[src/rtl/fmg_pkg.sv]
package fmg_pkg;
    typedef enum logic {
        FMT_NARROW = 1'b0,
        FMT_WIDE   = 1'b1
    } fmt_e;

    localparam logic [1:0] STEP_NARROW = 2'd1;
    localparam logic [1:0] STEP_WIDE   = 2'd2;
endpackage

[src/rtl/fmg_line_div.sv]
module fmg_line_div #(
    parameter int MARK_DIV = 20
) (
    input  logic clk,
    input  logic rst,
    input  logic line_sync_i,
    output logic mark_o
);
    localparam int CW = (MARK_DIV > 2) ? $clog2(MARK_DIV) : 1;
    localparam logic [CW-1:0] LAST = CW'(MARK_DIV - 1);

    typedef struct packed {
        logic [CW-1:0] cnt;
        logic          mark;
    } div_st_t;

    div_st_t st_d, st_q;

    always_comb begin
        st_d = st_q;
        if (line_sync_i) begin
            if (st_q.cnt == LAST) begin
                st_d.cnt  = '0;
                st_d.mark = 1'b1;
            end else begin
                st_d.cnt  = st_q.cnt + 1'b1;
                st_d.mark = 1'b0;
            end
        end
        if (rst) begin
            st_d = '0;
        end
    end

    always_ff @(posedge clk) begin
        st_q <= st_d;
    end

    assign mark_o = st_q.mark;

    // a set flag lasts only until the next sync pulse
    a_r2_one_line_mark: assert property (@(posedge clk) disable iff (rst)
        (line_sync_i && st_q.mark) |=> !mark_o);

    // no pulse, no change
    a_r3_hold_between_syncs: assert property (@(posedge clk) disable iff (rst)
        !line_sync_i |=> $stable(st_q));

    // the flag rises only at the wrap of the count
    a_r1_rise_on_wrap: assert property (@(posedge clk) disable iff (rst)
        $rose(mark_o) |-> (st_q.cnt == '0));

    // reset leaves the flag and the count cleared
    a_r7_reset_clears: assert property (@(posedge clk)
        rst |=> (st_q.cnt == '0) && !mark_o);
endmodule

[src/rtl/fmg_timebase.sv]
module fmg_timebase #(
    parameter int CLK_PER_US = 50,
    parameter int US_MAX     = 65
) (
    input  logic                          clk,
    input  logic                          rst,
    input  logic                          line_start_i,
    output logic                          run_o,
    output logic [$clog2(US_MAX+1)-1:0]   us_o
);
    localparam int UW = $clog2(US_MAX + 1);
    localparam int PW = (CLK_PER_US > 2) ? $clog2(CLK_PER_US) : 1;
    localparam logic [PW-1:0] PRE_LAST = PW'(CLK_PER_US - 1);
    localparam logic [UW-1:0] US_TOP   = UW'(US_MAX);

    typedef struct packed {
        logic          run;
        logic [PW-1:0] pre;
        logic [UW-1:0] us;
    } tb_st_t;

    tb_st_t st_d, st_q;

    always_comb begin
        st_d = st_q;
        if (line_start_i) begin
            st_d.run = 1'b1;
            st_d.pre = '0;
            st_d.us  = '0;
        end else if (st_q.run) begin
            if (st_q.pre == PRE_LAST) begin
                st_d.pre = '0;
                if (st_q.us != US_TOP) begin
                    st_d.us = st_q.us + 1'b1;
                end
            end else begin
                st_d.pre = st_q.pre + 1'b1;
            end
        end
        if (rst) begin
            st_d = '0;
        end
    end

    always_ff @(posedge clk) begin
        st_q <= st_d;
    end

    assign run_o = st_q.run;
    assign us_o  = st_q.us;

    // a line start restarts the timebase from zero
    a_r10_restart: assert property (@(posedge clk) disable iff (rst)
        line_start_i |=> run_o && (us_o == '0));

    // the microsecond count never steps backwards within a line
    a_r5_us_monotone: assert property (@(posedge clk) disable iff (rst)
        (run_o && !line_start_i) |=> (us_o >= $past(us_o)));
endmodule

[src/rtl/fmg_window.sv]
module fmg_window #(
    parameter int UW      = 7,
    parameter int OPEN_US = 0,
    parameter int LEN_US  = 2
) (
    input  logic          run_i,
    input  logic [UW-1:0] us_i,
    output logic          open_o
);
    localparam logic [UW-1:0] FROM_US = UW'(OPEN_US);
    localparam logic [UW-1:0] UPTO_US = UW'(OPEN_US + LEN_US);

    always_comb begin
        open_o = run_i && (us_i >= FROM_US) && (us_i < UPTO_US);
    end
endmodule

[src/rtl/freq_mark_gen.sv]
module freq_mark_gen #(
    parameter int CLK_PER_US   = 50,
    parameter int MARK_DIV     = 20,
    parameter int BOT_LEN_US   = 2,
    parameter int TOP_DELAY_US = 63,
    parameter int TOP_LEN_US   = 2
) (
    input  logic       clk,
    input  logic       rst,
    input  logic       line_sync_i,
    input  logic       line_start_i,
    input  logic       fmt_wide_i,
    output logic       mark_video_o,
    output logic [1:0] scale_step_o
);
    import fmg_pkg::*;

    localparam int TOP_END = TOP_DELAY_US + TOP_LEN_US;
    localparam int US_MAX  = (TOP_END > BOT_LEN_US) ? TOP_END : BOT_LEN_US;
    localparam int UW      = $clog2(US_MAX + 1);
    localparam int NWIN    = 2;
    localparam int WIN_AT  [NWIN] = '{0, TOP_DELAY_US};
    localparam int WIN_LEN [NWIN] = '{BOT_LEN_US, TOP_LEN_US};

    logic          mark_q;
    logic          run;
    logic [UW-1:0] us;
    logic [NWIN-1:0] win_open;
    fmt_e          fmt;

    fmg_line_div #(.MARK_DIV(MARK_DIV)) u_div (
        .clk         (clk),
        .rst         (rst),
        .line_sync_i (line_sync_i),
        .mark_o      (mark_q)
    );

    fmg_timebase #(.CLK_PER_US(CLK_PER_US), .US_MAX(US_MAX)) u_time (
        .clk          (clk),
        .rst          (rst),
        .line_start_i (line_start_i),
        .run_o        (run),
        .us_o         (us)
    );

    for (genvar w = 0; w < NWIN; w++) begin : g_win
        fmg_window #(.UW(UW), .OPEN_US(WIN_AT[w]), .LEN_US(WIN_LEN[w])) u_win (
            .run_i  (run),
            .us_i   (us),
            .open_o (win_open[w])
        );
    end

    assign fmt          = fmt_e'(fmt_wide_i);
    assign mark_video_o = mark_q && (|win_open);
    assign scale_step_o = (fmt == FMT_WIDE) ? STEP_WIDE : STEP_NARROW;

    // video only when a window is open and a mark is held
    a_r6_video_needs_window: assert property (@(posedge clk) disable iff (rst)
        mark_video_o |-> run && (|win_open));

    // the reported step is one of the two legal codes
    a_r8_step_legal: assert property (@(posedge clk) disable iff (rst)
        (scale_step_o == 2'd1) || (scale_step_o == 2'd2));
endmodule

[config.mk]
export PLATFORM = sky130hd
export DESIGN_NAME = freq_mark_gen
export DESIGN_NICKNAME = d
export VERILOG_FILES = /design/src/rtl/fmg_pkg.sv /design/src/rtl/fmg_line_div.sv /design/src/rtl/fmg_timebase.sv /design/src/rtl/fmg_window.sv /design/src/rtl/freq_mark_gen.sv
export SDC_FILE = /design/constraint.sdc
export NUM_CORES = 1
export LEC_CHECK = 0
export BUFFER_PORTS_ARGS = -buffer_cell sky130_fd_sc_hd__buf_4
export CORE_UTILIZATION = 32
export CTS_BUF_LIST = sky130_fd_sc_hd__clkbuf_2
export DETAILED_ROUTE_END_ITERATION = 8
export PLACE_DENSITY = 0.59
export SLEW_MARGIN = 20
export SYNTH_ARGS = -nofsm -noshare
export SYNTH_HDL_FRONTEND = slang
export SYNTH_HIERARCHICAL = 1
export SYNTH_SLANG_ARGS = --single-unit
export TNS_END_PERCENT = 30
[constraint.sdc]
create_clock -name clk -period 2.16 [get_ports clk]
set_clock_uncertainty 0.15 [all_clocks]
set_input_delay 0.432 -clock clk [delete_from_list [all_inputs] [get_ports clk]]
set_output_delay 0.432 -clock clk [all_outputs]
set_load 0.02 [all_outputs]
# After elaboration in Yosys (flattened, before gate mapping)
# Cells that the tools add are included.
# word_totals
out_inout_bits	3
word_cells	26
regBits	20
# op_classes
n_eq_ne	3
n_mux	3
n_addsub	3
n_reduce_logical	8
order_cmp	4
# op_table
op	n
6-bit 2-to-1 mux	2
7-bit by 1-bit adder with 7-bit output, second input constant	1
7-bit by 1-bit >= comparator with 1-bit output, second input constant	1
7-bit by 6-bit >= comparator with 1-bit output, second input constant	1
7-bit by 2-bit < comparator with 1-bit output, second input constant	1
7-bit < comparator, second input constant	1
7-bit != test, second input constant	1
6-bit by 1-bit adder with 6-bit output, second input constant	1
6-bit == test, second input constant	1
5-bit by 1-bit adder with 5-bit output, second input constant	1
5-bit == test, second input constant	1
1-bit logical AND	5
2-bit OR reduction	2
3-bit AND reduction	1
2-bit 2-to-1 mux	1

# Depth between registers and ports, before layout
# Gate-level depths: netlist (run 1).
# depth
word_depth	5
ltp_mapped	6
ltp_nobuf	6

# Hierarchy
# The synthesis (run 1) kept the hierarchy.
# modules_own_cells
mod	seq_area_each_um2	cells_each	instances	area_per_inst_um2
fmg_timebase	280.3	91	1	795.8
fmg_line_div	120.1	29	1	286.5
fmg_window at g_win[1].u_win	0.0	6	1	52.6
fmg_window at g_win[0].u_win	0.0	2	1	22.5
freq_mark_gen	0.0	3	1	18.8

# Worst setup path before layout (run 1)
# No wires, ideal clock.
# synth_path
kind	flip-flop to output port
startpoint	register u_time.st_q, in the netlist u_time/us_o[4]
endpoint	output mark_video_o
required_time_ns	1.578
arrival_ns	1.349
n_path_buf	1
path_slack_ns	0.229
path_stages_with_launch	5
cell_sequence	dfxtp_1 buf_4 or4b_1 nor4_2 o21a_1
# synth_between
elab_chain_cells	5
elab_cells_between_ends	10
# synth_lines
element	line_no	source
start, declared	fmg_timebase.sv:22	tb_st_t st_d, st_q;
start signal, assigned	fmg_timebase.sv:46	st_q <= st_d;
7-bit by 1-bit >= comparator with 1-bit output	fmg_window.sv:14	open_o = run_i && (us_i >= FROM_US) && (us_i < UPTO_US);
1-bit logical AND	fmg_window.sv:14	
1-bit logical AND (*)	fmg_window.sv:14	
named net win_open[0]	freq_mark_gen.sv:28	logic [NWIN-1:0] win_open;
2-bit OR reduction (*)	freq_mark_gen.sv:55	assign mark_video_o = mark_q && (|win_open);
1-bit logical AND (*)	freq_mark_gen.sv:55	
end, declared	freq_mark_gen.sv:13	output logic mark_video_o,
# The timed path passes the listed nets; every way through them passes the cells marked *.

# Worst setup path after layout (run 1)
# layout_path
startpoint	register u_time.st_q, in the netlist u_time/us_o[1]
endpoint	output mark_video_o
# Same word-level chain as after synthesis.

==> results of run 1 <==
==> worst max path at each step <==
stage	endpoint	startpoint	slack, ns
floorplan	mark_video_o	u_time/us_o[4]$_SDFFE_PP0P_	0.23
global placement	mark_video_o	u_time/us_o[4]$_SDFFE_PP0P_	0.29
detailed placement	mark_video_o	u_time/us_o[4]$_SDFFE_PP0P_	0.28
CTS	mark_video_o	u_time/us_o[4]$_SDFFE_PP0P_	-0.09
global route	mark_video_o	u_time/us_o[4]$_SDFFE_PP0P_	-0.16
finish	mark_video_o	u_time/us_o[1]$_SDFFE_PP0P_	-0.05
==> metal layers <==
layer | part of all wire | routed length, um | vias to the layer above | global-route usage
li1 | - | - | 450 | -
met1 | 0.44 | 958 | 412 | 0.144
met2 | 0.53 | 1140 | 5 | 0.231
met3 | 0.018 | 39 | 2 | 0.0219
met4 | 0.0093 | 20 | 0 | 0.0523
met5 | 0 | 0 | - | 0
==> synth_stat cells, drive strengths merged, types with 2 or more instances <==
| cell | count | area (um^2) |
|---|---|---|
| dfxtp | 20 | 400 |
| mux2i | 3 | 30.0 |
| nor2 | 18 | 67.6 |
| buf | 10 | 72.6 |
| o21ai | 4 | 23.8 |
| clkbuf | 2 | 7.51 |
| nand4 | 4 | 25.0 |
| nand3 | 6 | 30.0 |
| ha | 5 | 62.6 |
| and3 | 2 | 18.8 |
| xnor2 | 6 | 52.6 |
| and4bb | 2 | 28.8 |
| nor4 | 3 | 46.3 |
| nand4b | 2 | 17.5 |
| inv | 9 | 33.8 |
| nand2 | 6 | 25.0 |
| a21oi | 7 | 35.0 |
| xor2 | 3 | 26.3 |
| nor3 | 5 | 30.0 |
==> worst reg2reg max path, stage by stage (launching register included) <==
cell and delay, ns:
dfxtp_1 0.44, ha_1 0.32, nand3_1 0.24, nor3_1 0.28, xnor2_1 0.16, nor2_1 0.05
==> logic make-up after synthesis <==
logic type                 share of synthesized area
AOI/OAI and AO/OA                              0.104
xor gates and xnor gates                      0.0670
adders and majority gates                     0.0532
buffers and inverters                         0.0968
DFF                                            0.340
muxes                                         0.0255
and+or+nand+nor                                0.313
==> power by group through the flow <==
stage | sequential (uW) | combinational, uW | clock [uW]
after floorplan | 388 | 35.5 | 0
after global placement | 388 | 47.9 | 0
after detailed placement | 389 | 50.1 | 0
after CTS | 381 | 51.3 | 288
final | 381 | 50.8 | 275
after global routing | 382 | 57.1 | 305
==> through the flow <==
step / cells / TNS, ns / instance area (um^2)
final: 178 / -0.0544 / 1280
after global routing: 178 / -0.164 / 1280
after CTS: 178 / -0.0873 / 1280
after detailed placement: 173 / 0 / 1210
after global placement: 173 / 0 / 1210
after floorplan: 131 / 0 / 1180
==> state kept, by name, indices dropped and copies added (netlist names) <==
name          cells
u_time/run_o      1
u_div/st_q        5
u_div/mark_o      1
u_time/st_q       6
u_time/us_o       7
==> cell type report <==
class,count,area [um^2]
Clock buffer,3,15.0
Clock inverter,1,30.0
Fill cell,358,2140
Inverter,9,33.8
Multi-Input combinational cell,90,666
Sequential cell,20,405
Tap cell,46,57.6
Timing Repair Buffer,9,71.3
==> timing repair <==
action / CTS / global route
resized for setup: 4 / 1
setup endpoints to repair: 1 / 1
setup buffers: 1 / 0
==> metrics.cfg, run 1 <==
[grt]
grt_start_max_net_pins = 15
grt_use_total = 0.127
gr-total-overflow = 0
grt_pass1_wl_mm = 3.95
antenna_found_initial = 0
grt_pass1_vias = 880

[pwr]
pwr-share-comb = 0.072
internal_power_uw = 558
seqPwrFrac = 0.539
vdd_ir_drop_max_mv = 0.221
finalPower_uw = 707
swShare = 0.210
power_density_nw_per_um2 = 553
p_leak_uw = 0.000447
pwr-share-clk = 0.389
switchingPower_uw = 149

[yosys]
synth_edf_count = 0
synth_warnings = 6
synth_cell_type_count = 40
netlist_instances = 131
ys_ff_latch = 20
syn_avg_cell_area_um2 = 8.98
yosysSeqAreaShare = 0.340
syn_nets = 141
ys.flop_type = dfxtp_1
ys_async_sr_fraction = 0
syn_area_um2 = 1180

[layout]
fin_util = 0.374
num-nets-final = 143
most-common-layout-cells = 18 x nor2_1, 18 x dfxtp_1, 9 x inv_1
synthToLayoutAreaGrowth_pct = 8.72
n_antenna_cell = 0
drive_gt1_frac = 0.235

[run_status]
violations = setup timing
status = finished with violations

[worst_setup_path]
required_ns = 1.58
rr_endpoint = u_time/us_o[4]$_SDFFE_PP0P_
timing.critical_path.from_type = register
cpMaxStageDelayCell = or4b_4
max_stage_delay_ns = 0.53
cp_num_buf_inv = 1
cp_top_family = simple AND/OR/NAND/NOR gates
path_cells = or4b_4 -> nor4_2 -> o21a_1 -> buf_6
end_kind = primary output
rrSetupSlack_ns = 0.43
worstPathMaxFanout = 7
r2r_cells = 5
path_depth = 4
arrival_ns = 1.63
rr_startpoint = u_time/st_q[7]$_SDFFE_PP0P_
critPathKind = reg -> out

[flow_run]
maxCapViolCount = 0

[cts]
h-tree-depth = 1
cts_max_path_buffers = 2
cts_buffers = 3
tritoncts = done
clockRootBuffer = clkbuf_2
path_clk_slew_ns = 0.21
clk_latency_ns = 0.31
holdBufCountCts = 0
clock_sinks = 20

[timing]
rsz0062_at_grt = true
fmax_ghz = 0.452
whs_ns = 0.140
fin_ws_ns = -0.0544
drv_slew = 0
fin_crit_ns = 2.21
slew_headroom = 0.800
worst_pin_slew_ns = 0.300
hold_viol = 0
period_share = 1.03
setup_violations = 1

[floorplan]
die_area_um2 = 3920
fp.dieW_um = 62.6
rows = 21
coreArea_um2 = 3420
die_h_um = 62.6
ios = 8
start_util = 0.344

[placement]
hpwl_mm = 1.59
pre_cts_slack_ns = 0.278
portBuffers = 7
place_congestion = 0.736

[route]
wl_mm = 2.16
vias = 869
vias_per_cell = 4.88
drc = 0
drt-initial-drc-count = 61
ant_nets = 0
routedWlPerCell_um = 12.1
drtPass1Iterations = 4

[hold_path]
min_to = u_div/st_q[5]$_SDFFE_PP0P_
hold_depth = 2
hold_class = in -> reg
hp-start = rst

Power figures use the tool's default switching activity.
==> run 2, diff against run 1 <==
clock period = 2.7 ns   (was 2.16 ns; I/O delays follow)
==> run 2 against run 1 <==
  * The run now ends clean
  * Core utilization down 0.59 points
  * Hold slack gained 0.11 ns
  * Design area decreased by 1.6%
  * Sequential share of layout area up 0.11 points
  * Sequential cell count is the same
  * Via count increased by 0.81%
==> metrics.cfg, run 2 (synthesized netlist as in run 1, its figures left out) <==
[floorplan]
die_area_um2 = 3920  ; unchanged
fp.dieW_um = 62.6  ; unchanged
ios = 8  ; unchanged
die_h_um = 62.6  ; unchanged
coreArea_um2 = 3420  ; unchanged
start_util = 0.344  ; unchanged
rows = 21  ; unchanged

[placement]
place_congestion = 0.736  ; unchanged
hpwl_mm = 1.65  ; +3.7%
portBuffers = 7  ; unchanged
pre_cts_slack_ns = 0.712  ; +0.434 ns

[run_status]
status = complete, no violations

[grt]
antenna_found_initial = 0  ; unchanged
grt_pass1_wl_mm = 3.89  ; -1.4%
gr-total-overflow = 0  ; unchanged
grt_start_max_net_pins = 15  ; unchanged
grt_pass1_vias = 887  ; +0.80%
grt_use_total = 0.126  ; -0.000868

[worst_setup_path]
critPathKind = reg -> out
end_kind = primary output
timing.critical_path.from_type = register
max_stage_delay_ns = 0.55  ; +0.02 ns
worstPathMaxFanout = 6  ; -1
cpMaxStageDelayCell = or4b_1
cp_num_buf_inv = 1  ; unchanged
arrival_ns = 1.67  ; +0.04 ns
cp_top_family = simple AND/OR/NAND/NOR gates
required_ns = 2.01  ; +0.43 ns
path_cells = or4b_1 -> nor4_2 -> o21a_1 -> buf_4

[route]
drtPass1Iterations = 4  ; unchanged
vias_per_cell = 4.95  ; +1.4%
wl_mm = 2.13  ; -1.2%
routedWlPerCell_um = 12.0  ; -0.60%
vias = 876  ; +0.81%
ant_nets = 0  ; unchanged
drt-initial-drc-count = 38  ; -38%
drc = 0  ; unchanged

[layout]
num-nets-final = 142  ; -0.70%
largest_reg_flops = 7  ; unchanged
drive_gt1_frac = 0.206  ; -0.0287
most-common-layout-cells = 20 x dfxtp_1, 18 x nor2_1, 9 x inv_1
n_antenna_cell = 0  ; unchanged
final_common_cell = dfxtp_1
synthToLayoutAreaGrowth_pct = 7.02
fin_util = 0.368  ; -0.00586

[pwr]
vdd_ir_drop_max_mv = 0.190  ; -14%
power_density_nw_per_um2 = 451  ; -18%
p_leak_uw = 0.000438  ; -2.0%

[timing]
slew_headroom = 0.808  ; +0.00797
period_share = 0.873
fmax_ghz = 0.424
timing.setup.tns_ns = 0  ; +0.0544 ns
worst_pin_slew_ns = 0.287  ; -0.0137 ns
fin_crit_ns = 2.36
rsz0062_at_grt = false
setup_violations = 0  ; -1
drv_slew = 0  ; unchanged
hold_viol = 0  ; unchanged
fin_ws_ns = 0.344  ; +0.399 ns

[cts]
tritoncts = done
path_clk_slew_ns = 0.20  ; about the same
cts_buffers = 3  ; unchanged
cts-resized-gates = 0  ; -4
cts_max_path_buffers = 2  ; unchanged
post-cts-setup-buffer-count = 0  ; -1
clockRootBuffer = clkbuf_2
h-tree-depth = 1  ; unchanged
clock_sinks = 20  ; unchanged
clk_latency_ns = 0.31  ; about the same
holdBufCountCts = 0  ; unchanged

[hold_path]
hold_class = in -> reg

[flow_run]
maxCapViolCount = 0  ; unchanged

==> run 2: changes by cell type in the layout (fill, tap and decap cells not counted) <==
cell,change
dfxtp_1,+2
dfxtp_2,-1
or4b_4,-1
dfxtp_4,-1
or4b_1,+1
buf_6,-1
==> run 2: layer usage <==
metal | global-route usage | wire [um] | vias up | share of wire
met5 | 0 | 0 | - | 0
met4 | 0.0610 | 20 | 0 | 0.0094
met3 | 0.0219 | 50 | 2 | 0.023
met2 | 0.224 | 1100 | 8 | 0.52
met1 | 0.144 | 957 | 419 | 0.45
li1 | - | - | 447 | -
==> run 2: final timing paths <==
path,start,slack (ns),cells past startpoint,end
hold / removal,rst,0.25,2,u_div/mark_o$_SDFFE_PP0P_
setup / recovery,u_time/us_o[4]$_SDFFE_PP0P_,0.34,4,mark_video_o
setup reg to reg,u_time/st_q[7]$_SDFFE_PP0P_,0.97,5,u_time/us_o[4]$_SDFFE_PP0P_
hold reg to reg,u_div/st_q[5]$_SDFFE_PP0P_,0.40,2,u_div/st_q[5]$_SDFFE_PP0P_
==> run 2: report_power, final <==
group / total (uW) / internal (uW) / switching [uW] / leakage, uW
combinational: 40.0 / 17.9 / 22.1 / 0.000250
clock: 222 / 128 / 94.1 / 0.0000266
sequential: 306 / 301 / 4.91 / 0.000162
==> run 2: layout make-up <==
type / count / area [um^2]
Clock buffer: 3 / 15.0
Clock inverter: 1 / 30.0
Fill cell: 366 / 2160
Inverter: 9 / 33.8
Multi-Input combinational cell: 90 / 662
Sequential cell: 20 / 400
Tap cell: 46 / 57.6
Timing Repair Buffer: 8 / 60.1
==> run 2: worst register-to-register path: cells and delay by family, from the launching register on <==
family | cells | cell delay [ns]
XOR/XNOR | 1 | 0.16
adder cells (fa/ha/maj) | 1 | 0.32
flip-flops | 1 | 0.45
AND/OR/NAND/NOR | 3 | 0.56
==> run 2: metrics by stage <==
| step | total power, uW | area [um^2] | std cells | hold WS [ns] |
|---|---|---|---|---|
| CTS | 577 | 1260 | 177 | 0.221 |
| global placement | 349 | 1210 | 173 | 0.358 |
| floorplan | 339 | 1180 | 131 | 0.337 |
| finish | 568 | 1260 | 177 | 0.247 |
| global route | 595 | 1260 | 177 | 0.207 |
| detailed placement | 352 | 1210 | 173 | 0.386 |
